==> config.mk <==
export PLATFORM = sky130hd
export DESIGN_NAME = bitslip_aligner
export DESIGN_NICKNAME = d
export VERILOG_FILES = /design/src/rtl/bs_pkg.sv /design/src/rtl/bs_req_filter.sv /design/src/rtl/bs_offset_ctr.sv /design/src/rtl/bs_window.sv /design/src/rtl/bitslip_aligner.sv
export SDC_FILE = /design/constraint.sdc
export NUM_CORES = 1
export LEC_CHECK = 0
export ABC_AREA = 1
export BUFFER_PORTS_ARGS = -buffer_cell sky130_fd_sc_hd__buf_2
export CAP_MARGIN = 30
export CORE_AREA = 5 5 57 98
export DETAILED_ROUTE_END_ITERATION = 8
export DIE_AREA = 0 0 62 103
export PLACE_DENSITY = 0.78
export SYNTH_ARGS = -nofsm -noshare
export SYNTH_HDL_FRONTEND = slang
export SYNTH_SLANG_ARGS = --single-unit
export TNS_END_PERCENT = 20
==> constraint.sdc <==
create_clock -name clk -period 2.7 [get_ports clk]
set_clock_uncertainty 0.2 [all_clocks]
set_input_delay 0.54 -clock clk [delete_from_list [all_inputs] [get_ports clk]]
set_output_delay 0.54 -clock clk [all_outputs]
set_load 0.01 [all_outputs]
==> src/rtl/bs_pkg.sv <==
package bs_pkg;
  // Default word width and minimum request hold time in cycles.
  parameter int unsigned BS_DEF_WIDTH = 10;
  parameter int unsigned BS_DEF_HOLD  = 2;
  // Synchronizer depth on the slow request line.
  parameter int unsigned BS_SYNC_DEPTH = 2;
endpackage

==> src/rtl/bs_req_filter.sv <==
module bs_req_filter #(
  parameter int HOLD  = bs_pkg::BS_DEF_HOLD,
  parameter int SYNCN = bs_pkg::BS_SYNC_DEPTH
) (
  input  logic clk,
  input  logic rst,
  input  logic req_i,
  output logic slip_o
);
  localparam int CW = $clog2(HOLD + 1);

  logic [SYNCN-1:0] sync_q;
  logic             last_q;
  logic             lvl_q;
  logic             lvl_n;
  logic             same;
  logic [CW-1:0]    run_q;
  logic             synced;

  assign synced = sync_q[SYNCN-1];

  // A new level is taken once the synchronized input has matched itself
  // for HOLD consecutive samples.
  always_comb begin
    same  = (synced == last_q);
    lvl_n = lvl_q;
    if (same && (int'(run_q) >= HOLD - 2))
      lvl_n = synced;
  end

  always_ff @(posedge clk) begin
    if (rst) begin
      sync_q <= '0;
      last_q <= 1'b0;
      run_q  <= '0;
      lvl_q  <= 1'b0;
      slip_o <= 1'b0;
    end else begin
      sync_q <= {sync_q[SYNCN-2:0], req_i};
      last_q <= synced;
      if (!same)
        run_q <= '0;
      else if (int'(run_q) < HOLD)
        run_q <= run_q + CW'(1);
      lvl_q  <= lvl_n;
      slip_o <= lvl_n & ~lvl_q;
    end
  end
endmodule

==> src/rtl/bs_offset_ctr.sv <==
module bs_offset_ctr #(
  parameter int W = bs_pkg::BS_DEF_WIDTH
) (
  input  logic                 clk,
  input  logic                 rst,
  input  logic                 step_i,
  input  logic                 take_i,
  output logic [$clog2(W)-1:0] off_o,
  output logic                 skip_o
);
  localparam int OW = $clog2(W);
  localparam logic [OW-1:0] OMAX = OW'(W - 1);

  logic wrap;
  assign wrap = step_i && (off_o == OMAX);

  always_ff @(posedge clk) begin
    if (rst) begin
      off_o  <= '0;
      skip_o <= 1'b1;   // first window holds no real previous word
    end else begin
      if (step_i)
        off_o <= wrap ? '0 : off_o + OW'(1);
      if (wrap)
        skip_o <= 1'b1; // a full word of bits has been consumed
      else if (take_i)
        skip_o <= 1'b0;
    end
  end
endmodule

==> src/rtl/bs_window.sv <==
module bs_window #(
  parameter int W = bs_pkg::BS_DEF_WIDTH
) (
  input  logic                 clk,
  input  logic                 rst,
  input  logic [W-1:0]         in_data,
  input  logic                 in_valid,
  input  logic [$clog2(W)-1:0] off_i,
  input  logic                 skip_i,
  output logic                 take_o,
  output logic [W-1:0]         out_data,
  output logic                 out_valid
);
  localparam int PW = 2 * W;

  logic [W-1:0]  cur_q;
  logic [W-1:0]  prev_q;
  logic          v1_q;
  logic [PW-1:0] pair;
  logic [W-1:0]  sel;

  assign pair   = {cur_q, prev_q};
  assign take_o = v1_q;

  // Barrel selection: output bit i is stream bit off+i of the pair.
  for (genvar i = 0; i < W; i++) begin : g_sel
    always_comb sel[i] = pair[int'(off_i) + i];
  end

  always_ff @(posedge clk) begin
    if (rst) begin
      cur_q  <= '0;
      prev_q <= '0;
      v1_q   <= 1'b0;
    end else begin
      v1_q <= in_valid;
      if (in_valid) begin
        prev_q <= cur_q;
        cur_q  <= in_data;
      end
    end
  end

  always_ff @(posedge clk) begin
    if (rst) begin
      out_data  <= '0;
      out_valid <= 1'b0;
    end else begin
      out_valid <= v1_q & ~skip_i;
      if (v1_q)
        out_data <= sel;
    end
  end
endmodule

==> src/rtl/bitslip_aligner.sv <==
module bitslip_aligner #(
  parameter int W    = bs_pkg::BS_DEF_WIDTH,
  parameter int HOLD = bs_pkg::BS_DEF_HOLD
) (
  input  logic                 clk,
  input  logic                 rst,
  input  logic [W-1:0]         in_data,
  input  logic                 in_valid,
  input  logic                 slip_req,
  output logic [W-1:0]         out_data,
  output logic                 out_valid,
  output logic [$clog2(W)-1:0] slip_offset
);
  logic slip_pulse;
  logic skip;
  logic take;

  bs_req_filter #(.HOLD(HOLD)) u_filt (
    .clk    (clk),
    .rst    (rst),
    .req_i  (slip_req),
    .slip_o (slip_pulse)
  );

  bs_offset_ctr #(.W(W)) u_ctr (
    .clk    (clk),
    .rst    (rst),
    .step_i (slip_pulse),
    .take_i (take),
    .off_o  (slip_offset),
    .skip_o (skip)
  );

  bs_window #(.W(W)) u_win (
    .clk       (clk),
    .rst       (rst),
    .in_data   (in_data),
    .in_valid  (in_valid),
    .off_i     (slip_offset),
    .skip_i    (skip),
    .take_o    (take),
    .out_data  (out_data),
    .out_valid (out_valid)
  );
endmodule

# ---- After elaboration in Yosys (flattened, before gate mapping)
# Cells that the tools add are included.
dict set report word_totals {
  regBits 42
  wordCells 70
}
dict set report op_classes {
  addsub 10
  order_cmp 10
  n_eq_ne 2
  n_mux 31
  bitwise_logic 4
  reduce_logical 2
}
# operator n
set op_table {}
lappend op_table {{32-bit by 7-bit < comparator with 1-bit output (second input constant)} 9}
lappend op_table {{1-bit binary-select mux with 5-bit select} 9}
lappend op_table {{4-bit by 3-bit adder with 5-bit output (second input constant)} 4}
lappend op_table {{1-bit 2-to-1 mux} 20}
lappend op_table {{4-bit by 2-bit adder with 5-bit output (second input constant)} 2}
lappend op_table {{4-bit by 4-bit adder with 5-bit output (second input constant)} 2}
lappend op_table {{4-bit by 6-bit < comparator with 1-bit output (second input constant)} 1}
lappend op_table {{4-bit by 1-bit adder with 5-bit output (second input constant)} 1}
lappend op_table {{4-bit by 1-bit adder with 4-bit output (second input constant)} 1}
lappend op_table {{1-bit binary-select mux with 4-bit select} 1}
lappend op_table {{4-bit == test (second input constant)} 1}
lappend op_table {{4-bit 2-to-1 mux} 1}
lappend op_table {{1-bit AND} 2}
lappend op_table {{1-bit inverter} 2}
lappend op_table {{2-bit OR reduction} 1}
lappend op_table {{1-bit == test} 1}
lappend op_table {{1-bit logical AND} 1}

# ---- Longest topological paths before layout
# Gate-level depths: netlist of the first run.
dict set report depth {
  ltp_word 4
  mapped_depth 13
}

# ---- Hierarchy
# A second synthesis of the first run with hierarchy kept.
dict set report unflattened {
  cells_unflattened 437
  hier_area_um2 2752.6
}
# module n_inst cells_each area_each_um2 seq_area_each_um2
set by_module_without_submodules {}
lappend by_module_without_submodules {bs_window 1 388 2349.8 640.6}
lappend by_module_without_submodules {bs_offset_ctr 1 33 250.2 100.1}
lappend by_module_without_submodules {bs_req_filter 1 16 152.6 100.1}

# ---- Worst setup path after synthesis of the first run
# No wires, ideal clock.
dict set report synth_path {
  path_kind {reg-to-reg}
  startpoint {register u_ctr.off_o[1]}
  endpoint {register u_win.out_data[9]}
  t_arrival_ns 1.746
  setup_slack_ns 0.626
  stages_incl_launch_ff 12
  n_path_buf 2
  period_less_slack_ns 2.074
  cell_sequence {dfxtp_1 -> inv_2 -> buf_2 -> ha_1 -> buf_2 -> nand3_1 -> nand3_1 -> nand3_1 -> nand2_1 -> nor2_1 -> nor2_1 -> nor2_1}
}
dict set report synth_between {
  elab_chain_len 4
}
# item line_no
set synth_rtl {}
lappend synth_rtl {{start, declared} bs_offset_ctr.sv:8} ;# output logic [$clog2(W)-1:0] off_o,
lappend synth_rtl {{start signal, assigned} bs_offset_ctr.sv:23} ;# off_o <= wrap ? '0 : off_o + OW'(1);
lappend synth_rtl {{4-bit by 4-bit adder with 5-bit output} bs_window.sv:27} ;# always_comb sel[i] = pair[int'(off_i) + i];
lappend synth_rtl {{1-bit binary-select mux with 5-bit select} bs_window.sv:27}
lappend synth_rtl {{1-bit 2-to-1 mux (not written as such) (2 in series)} bs_window.sv:27}
lappend synth_rtl {{end signal, assigned} bs_window.sv:51} ;# out_data <= sel;
lappend synth_rtl {{end, declared} bs_window.sv:11} ;# output logic [W-1:0] out_data,
# No other way between the ends. The select of a mux whose other input is x is not followed.
# A chain may end at the register's enable or synchronous reset.

# ---- Worst setup path after layout of the first run
dict set report layout_path {
  startpoint {register u_ctr.off_o[0]}
  endpoint {register u_win.out_data[5]}
}
dict set report layout_between {
  elab_chain_len 4
}
# item line_no
set layout_rtl {}
lappend layout_rtl {{4-bit by 3-bit adder with 5-bit output} bs_window.sv:27}
lappend layout_rtl {{1-bit binary-select mux with 5-bit select} bs_window.sv:27}
lappend layout_rtl {{1-bit 2-to-1 mux (not written as such) (2 in series)} bs_window.sv:27}
# No other way between the ends. The select of a mux whose other input is x is not followed.

==> flow_metrics.tcl, run 1 <==
set metrics [dict create \
    ys_warn_count 0 \
    period_needed_ns 2.22 \
    h-tree-depth 2 \
    n_fill_cell 478 \
    diodes 0 \
    stdcell_count 493 \
    reg2reg_to "u_win.out_data[5]" \
    drt_first_pass_iters 4 \
    dpl.cell_count 486 \
    grt_pass1_wl_um 11400 \
    p_comb_frac 0.117 \
    detail_route.wirelength_um 6920 \
    p_int_uw 1010 \
    antenna_found_initial 0 \
    ys_seq_elements 42 \
    cts_tree "yes" \
    core_sq_um 4760 \
    numClockSinks 42 \
    drt-initial-drc-count 115 \
    cpPeakStageDelay_ns 0.51 \
    layout-drive-gt1-share 0.132 \
    r2r_slack_ns 0.48 \
    grt-ovfl-total 0 \
    ir_drop_v 0.000412 \
    cp_slowest_cell "dfxtp_1" \
    gp_congestion 0.953 \
    final_nets 464 \
    vias 2734 \
    start_util 0.563 \
    grt_usage 0.233 \
    dp_hpwl_um 5310 \
    die_x_um 62 \
    crit_path_start_kind "register" \
    io_buffers 28 \
    period_share 0.824 \
    cts_root_buf "clkbuf_8" \
    postCtsSetupRepairBufs 0 \
    setup_slack_ns 0.476 \
    synth.cell_area_sq_um 2680 \
    path_clk_slew_ns 0.08 \
    timing.setup.tns_ns 0 \
    holdCritPathClass "register to register" \
    arrival_ns 2.22 \
    holdPathEnd "u_filt.sync_q[1]" \
    final_core_util 0.614 \
    power_switching_uw 343 \
    syn_to_final_growth_pct 9.15 \
    criticalPathCategory "register to register" \
    rows 34 \
    rr_startpoint "u_ctr.off_o[0]" \
    leakage_uw 0.00137 \
    pwr-share-clk 0.384 \
    drc 0 \
    holdCritStartpoint "u_filt.sync_q[0]" \
    grt_pass1_vias 2485 \
    crit_chain "inv_4, ha_1, inv_2, nand3_1, nand3_1, nand2_1, nand2_1, nand2_1, a21oi_1, nor2_1" \
    hold_path_depth 2 \
    synth-seq-area-share 0.314 \
    p_seq_frac 0.499 \
    vias_per_cell 5.55 \
    status "complete, no violations" \
    tightest_slew_ns 0.550 \
    ys_types 26 \
    hold_viol 0 \
    io_pins 29 \
    powerDensity_nw_per_um2 461 \
    required_ns 2.70 \
    slew_viol_final 0 \
    crit_fanout 12 \
    path_common_cell "nand2_1" \
    cts_buffers 5 \
    dieArea_sq_um 6390 \
    synth_fp_nets 441 \
    synth_cells 416 \
    clockBufferDepth 2 \
    swShare 0.254 \
    drtAntennaViolNets 0 \
    max_freq_mhz 450 \
    pre_cts_ws_ns 0.498 \
    rsz0062_at_grt "no" \
    clock_latency_ns 0.30 \
    wl_per_cell_um 14.0 \
    ctsResizeCount 0 \
    avgSynthCellArea_sq_um 6.45 \
    ctsHoldBuffers 0 \
    grt_max_degree 25 \
    slew_headroom 0.633 \
    setup_viol 0 \
    die_y_um 103 \
    worstRegToRegCells 10 \
    critPathCaptureType "register" \
    max_cap_violations 0 \
]
## logic make-up (layout without fill, tap and decap cells)
logic type	after synthesis	after routing	share of synthesized area
DFF	42	42	0.314
buffers and inverters	54	77	0.0975
adders and majority gates	11	11	0.0513
and+or+nand+nor	235	235	0.381
xor gates and xnor gates	6	6	0.0252
AOI/OAI and AO/OA	68	68	0.131
## registers in the layout (all words and copies together) (netlist names)
signal	count
u_win.prev_q	10
u_win.out_data	10
u_filt.lvl_q	1
u_win.out_valid	1
u_ctr.skip_o	1
u_filt.last_q	1
u_win.cur_q	10
u_ctr.off_o	4
u_win.take_o	1
u_filt.sync_q	2
u_filt.slip_o	1
## worst max path at each step
stage | start | end | slack [ns]
after global routing | u_ctr.off_o[0] | u_win.out_data[9] | 0.30
after detailed placement | u_ctr.off_o[0] | u_win.out_data[5] | 0.50
final | u_ctr.off_o[0] | u_win.out_data[5] | 0.48
after CTS | u_ctr.off_o[0] | u_win.out_data[5] | 0.50
after floorplan | u_ctr.off_o[1] | u_win.out_data[9] | 0.63
after global placement | u_ctr.off_o[1] | u_win.out_data[5] | 0.53
## synth_stat cells, drive strengths merged
library cell,n,area [sq um]
nor2,39,146
xnor2,1,8.76
or2,2,12.5
nand3,82,425
buf,10,93.8
xor2,5,58.8
nand2,107,409
clkbuf,9,33.8
o21ai,38,190
clkinv,1,3.75
nand4,3,18.8
a31oi,3,18.8
inv,34,130
ha,11,138
dfxtp,42,841
a21oi,27,143
nor3,2,10.0
## worst max-delay path, delay by kind of cell (launching register included)
kind	cells	cell delay, ns
simple gates	6	0.50
fa+ha+maj	1	0.47
buf+inv	2	0.28
compound gates	1	0.17
flops	1	0.51
## cells in the final DEF, fill, tap and decap left out, types with 3 or more instances in the layout
cell | Yosys | final
nand2_1 | 104 | 104
a31oi_1 | 3 | 3
nand2_2 | 3 | 3
clkbuf_8 | 0 | 6
xor2_1 | 3 | 3
a21oi_1 | 25 | 25
inv_2 | 4 | 4
inv_1 | 29 | 29
o21ai_0 | 37 | 37
ha_1 | 11 | 11
nand3_2 | 3 | 3
buf_4 | 0 | 7
buf_2 | 3 | 28
nor2_1 | 39 | 39
nand3_1 | 79 | 79
nand4_1 | 3 | 3
dfxtp_1 | 42 | 42
## layer usage
| metal | share of wire | track usage |
|---|---|---|
| met3 | 0.054 | 0.0338 |
| met2 | 0.52 | 0.401 |
| met1 | 0.39 | 0.271 |
| met5 | 0 | 0 |
| met4 | 0.035 | 0.113 |
## layout make-up
type                       count  area [sq um]  area share
sequential                    42           841       0.287
multi-input combinational    320          1580       0.540
inverter                      35           134      0.0457
timing repair buffer          35           193      0.0658
clock inverter                 1          30.0      0.0103
clock buffer                   6          82.6      0.0282
tap                           54          67.6      0.0231
## through the flow
stage	total power, uW	cell area, sq um	hold WS (ns)
after floorplan	795	2680	0.188
after global placement	842	2810	0.189
after detailed placement	845	2810	0.197
after CTS	1360	2930	0.207
after global routing	1410	2930	0.217
final	1350	2930	0.205
## power groups by stage
stage	Sequential (uW)	Combinational (uW)	Clock [uW]
2_1_floorplan	688	107	0
3_3_place_gp	687	155	0
3_5_place_dp	688	158	0
4_1_cts	673	158	526
5_1_grt	677	180	549
6_report	674	157	519
Power figures use the tool's default switching activity.
==> inputs of run 2 (changes only) <==
ABC_AREA = 0   (was 1)
CORE_AREA = 5 5 57 97   (was 5 5 57 98)
DIE_AREA = 0 0 62 102   (was 0 0 62 103)
clock period = 2.1 ns   (was 2.7 ns; I/O delays follow)
==> run 2 against run 1 <==
- count of clock-buffer cells in the layout down 1
- the run now ends with negative setup slack left
- design area is 9.4% higher
- wire length shrank 6.8%
- highest routed layer unchanged
- clock power up 3%
- synthesized cell count fell by 37%
- synthesized area is 1.1% lower
- fmax shrank 3.2%
- critical path type unchanged
- non-clock buffer count grew 29
- critical endpoint is now u_win.out_data[1]
==> flow_metrics.tcl, run 2 <==
set metrics [dict create \
    ctsHoldBuffers 0 \
    required_ns 2.08 \
    cts_buffers 5 \
    drc 0 \
    final_cell_mix "40 x dfxtp_1, 38 x nor2_1, 32 x buf_4, 28 x buf_2" \
    criticalPathCategory "register to register" \
    synth_compound_area_frac 0.0939 \
    leakage_uw 0.00137 \
    placed_cell_area_sq_um 3060 \
    synth_area_leaders "dfxtp_1 32%, mux4_2 12%, mux2i_1 8.3%" \
    antenna_found_initial 0 \
    synth_edf_count 0 \
    max_freq_mhz 435 \
    reg.largest.list "u_win.cur_q x10, u_win.out_data x10, u_win.prev_q x10" \
    synthAdderAreaFrac 0.0519 \
    cp_slowest_cell "mux4_2" \
    met3_length_um 272 \
    vias_per_cell 6.08 \
    synth_top_family_by_area "multiplexers" \
    wl_met1_um 2330 \
    setup_slack_ns -0.198 \
    crit_path_start_kind "register" \
    crit_chain "inv_2, ha_4, mux4_2, mux2_4, mux2_4, a21oi_2, nor3_1" \
    tightest_slew_ns 0.587 \
    synthSimpleGateAreaFrac 0.139 \
    layout-drive-gt1-share 0.368 \
    synth_flop_cell "dfxtp_1" \
    holdCritPathClass "primary input to register" \
    numClockSinks 42 \
    synth-seq-area-share 0.317 \
    clockBufferDepth 2 \
    cts_root_buf "clkbuf_8" \
    synth.area.mux_share 0.315 \
    final_core_util 0.692 \
    ir_drop_v 0.000549 \
    io_pins 29 \
    start_util 0.573 \
    grt_usage 0.227 \
    grt_pass1_wl_um 10600 \
    dpl.cell_count 359 \
    ys_types 44 \
    stdcell_count 367 \
    gp_congestion 0.908 \
    powerDensity_nw_per_um2 490 \
    io_buffers 28 \
    failed_checks "negative setup slack" \
    rsz0062_at_grt "yes" \
    synth_most_common_cell "dfxtp_1" \
    r2r_slack_ns -0.20 \
    path_clk_slew_ns 0.09 \
    timing.setup.tns_ns -0.798 \
    dp_hpwl_um 4960 \
    synth_cells 263 \
    synth-async-reset-ratio 0 \
    dr_wl_met2_um 3460 \
    final_nets 339 \
    clock_latency_ns 0.31 \
    status "complete, but fails checks" \
    slew_viol_final 0 \
    cpPeakStageDelay_ns 0.54 \
    drt_first_pass_iters 5 \
    rows 33 \
    period_share 1.09 \
    netlist.area_leader.share 0.317 \
    route.top_layer_used "met4" \
    avgSynthCellArea_sq_um 10.1 \
    synth_commonest_cells "42 x dfxtp_1, 38 x nor2_1, 22 x mux2i_1, 15 x nand2_1, 14 x mux4_2" \
    arrival_ns 2.28 \
    drtAntennaViolNets 0 \
    max_cap_violations 0 \
    synth.cell_area_sq_um 2650 \
    die_x_um 62 \
    grt_max_degree 27 \
    diodes 0 \
    core_sq_um 4620 \
    cts_tree "yes" \
    mostFrequentLayoutCell "dfxtp_1" \
    drt-initial-drc-count 111 \
    setup_viol 7 \
    synth_fp_nets 288 \
    dieArea_sq_um 6320 \
    hold_viol 0 \
    finalPower_uw 1570 \
    h-tree-depth 2 \
    die_y_um 102 \
    fin_area_sq_um 3200 \
    syn_to_final_growth_pct 20.8 \
    detail_route.wirelength_um 6450 \
    synth.largest_area_cell "dfxtp_1" \
    wl_per_cell_um 17.6 \
    grt_pass1_vias 2227 \
    crit_fanout 5 \
    critPathCaptureType "register" \
    yosys.area_share.xor_xnor 0.0297 \
    ys_seq_elements 42 \
    period_needed_ns 2.30 \
    grt-ovfl-total 0 \
    path_common_cell "mux2_4" \
    slew_headroom 0.609 \
    vias 2233 \
    ys_warn_count 0 \
]
run 2: changes by cell type in the layout (fill, tap and decap cells not counted), moves of 5 or more:
cell,delta
nand2_1,-89
mux2i_1,+21
buf_4,+25
mux2_4,+5
o21ai_0,-35
inv_1,-22
mux4_2,+21
nand3_1,-71
a21oi_1,-13
nor2b_1,+5
run 2: cells by family (layout without fill, tap and decap cells):
family          Yosys count  count (layout)
compound gates           37              37
xor+xnor                  9               9
fa+ha+maj                11              11
buf+inv                  30              82
flops                    42              42
mux                      52              52
simple gates             82              82
run 2: layout make-up:
type,count,area [sq um]
clock buffer,5,68.8
clock inverter,3,20.0
fill,371,1420
inverter,10,37.5
multi-input combinational,191,1720
sequential,42,846
tap,52,65.1
timing repair buffer,64,442
run 2: routing by layer:
| layer | track usage | vias to the layer above |
|---|---|---|
| li1 | - | 1060 |
| met1 | 0.227 | 1077 |
| met2 | 0.398 | 71 |
| met3 | 0.0468 | 25 |
| met4 | 0.152 | 0 |
| met5 | 0 | - |
run 2: final timing paths:
kind	startpoint	cells after the start	end
max	u_ctr.off_o[0]	7	u_win.out_data[1]
min	in_data[5]	3	u_win.cur_q[5]
max reg2reg	u_ctr.off_o[0]	7	u_win.out_data[1]
min reg2reg	u_filt.lvl_q	1	u_filt.slip_o
run 2: report_power, final:
| part | leakage [uW] | switching, uW | internal (uW) |
|---|---|---|---|
| Clock | 0.0000484 | 300 | 235 |
| Combinational | 0.000976 | 84.8 | 94.0 |
| Sequential | 0.000345 | 28.7 | 826 |
| Total | 0.00137 | 413 | 1150 |
run 2: metrics by stage:
step	hold WS [ns]	setup slack (ns)
finish	0.144	-0.198
global route	0.142	-0.233
CTS	0.144	-0.186
detailed placement	0.203	-0.172
global placement	0.197	-0.146
floorplan	0.190	-0.651
run 2: what timing repair did:
action,4_1_cts,5_1_grt
pin swaps,2,5
hold endpoints to repair,0,0
resized for setup,7,18
setup endpoints to repair,8,10
setup buffers,0,0
run 2: critical path, delay by kind of cell, from the launching register on:
| kind | cells | cell delay, ns |
|---|---|---|
| DFF | 1 | 0.37 |
| and+or+nand+nor | 1 | 0.05 |
| adders and majority gates | 1 | 0.30 |
| buffers and inverters | 1 | 0.05 |
| muxes | 3 | 1.08 |
| AOI/OAI and AO/OA | 1 | 0.11 |
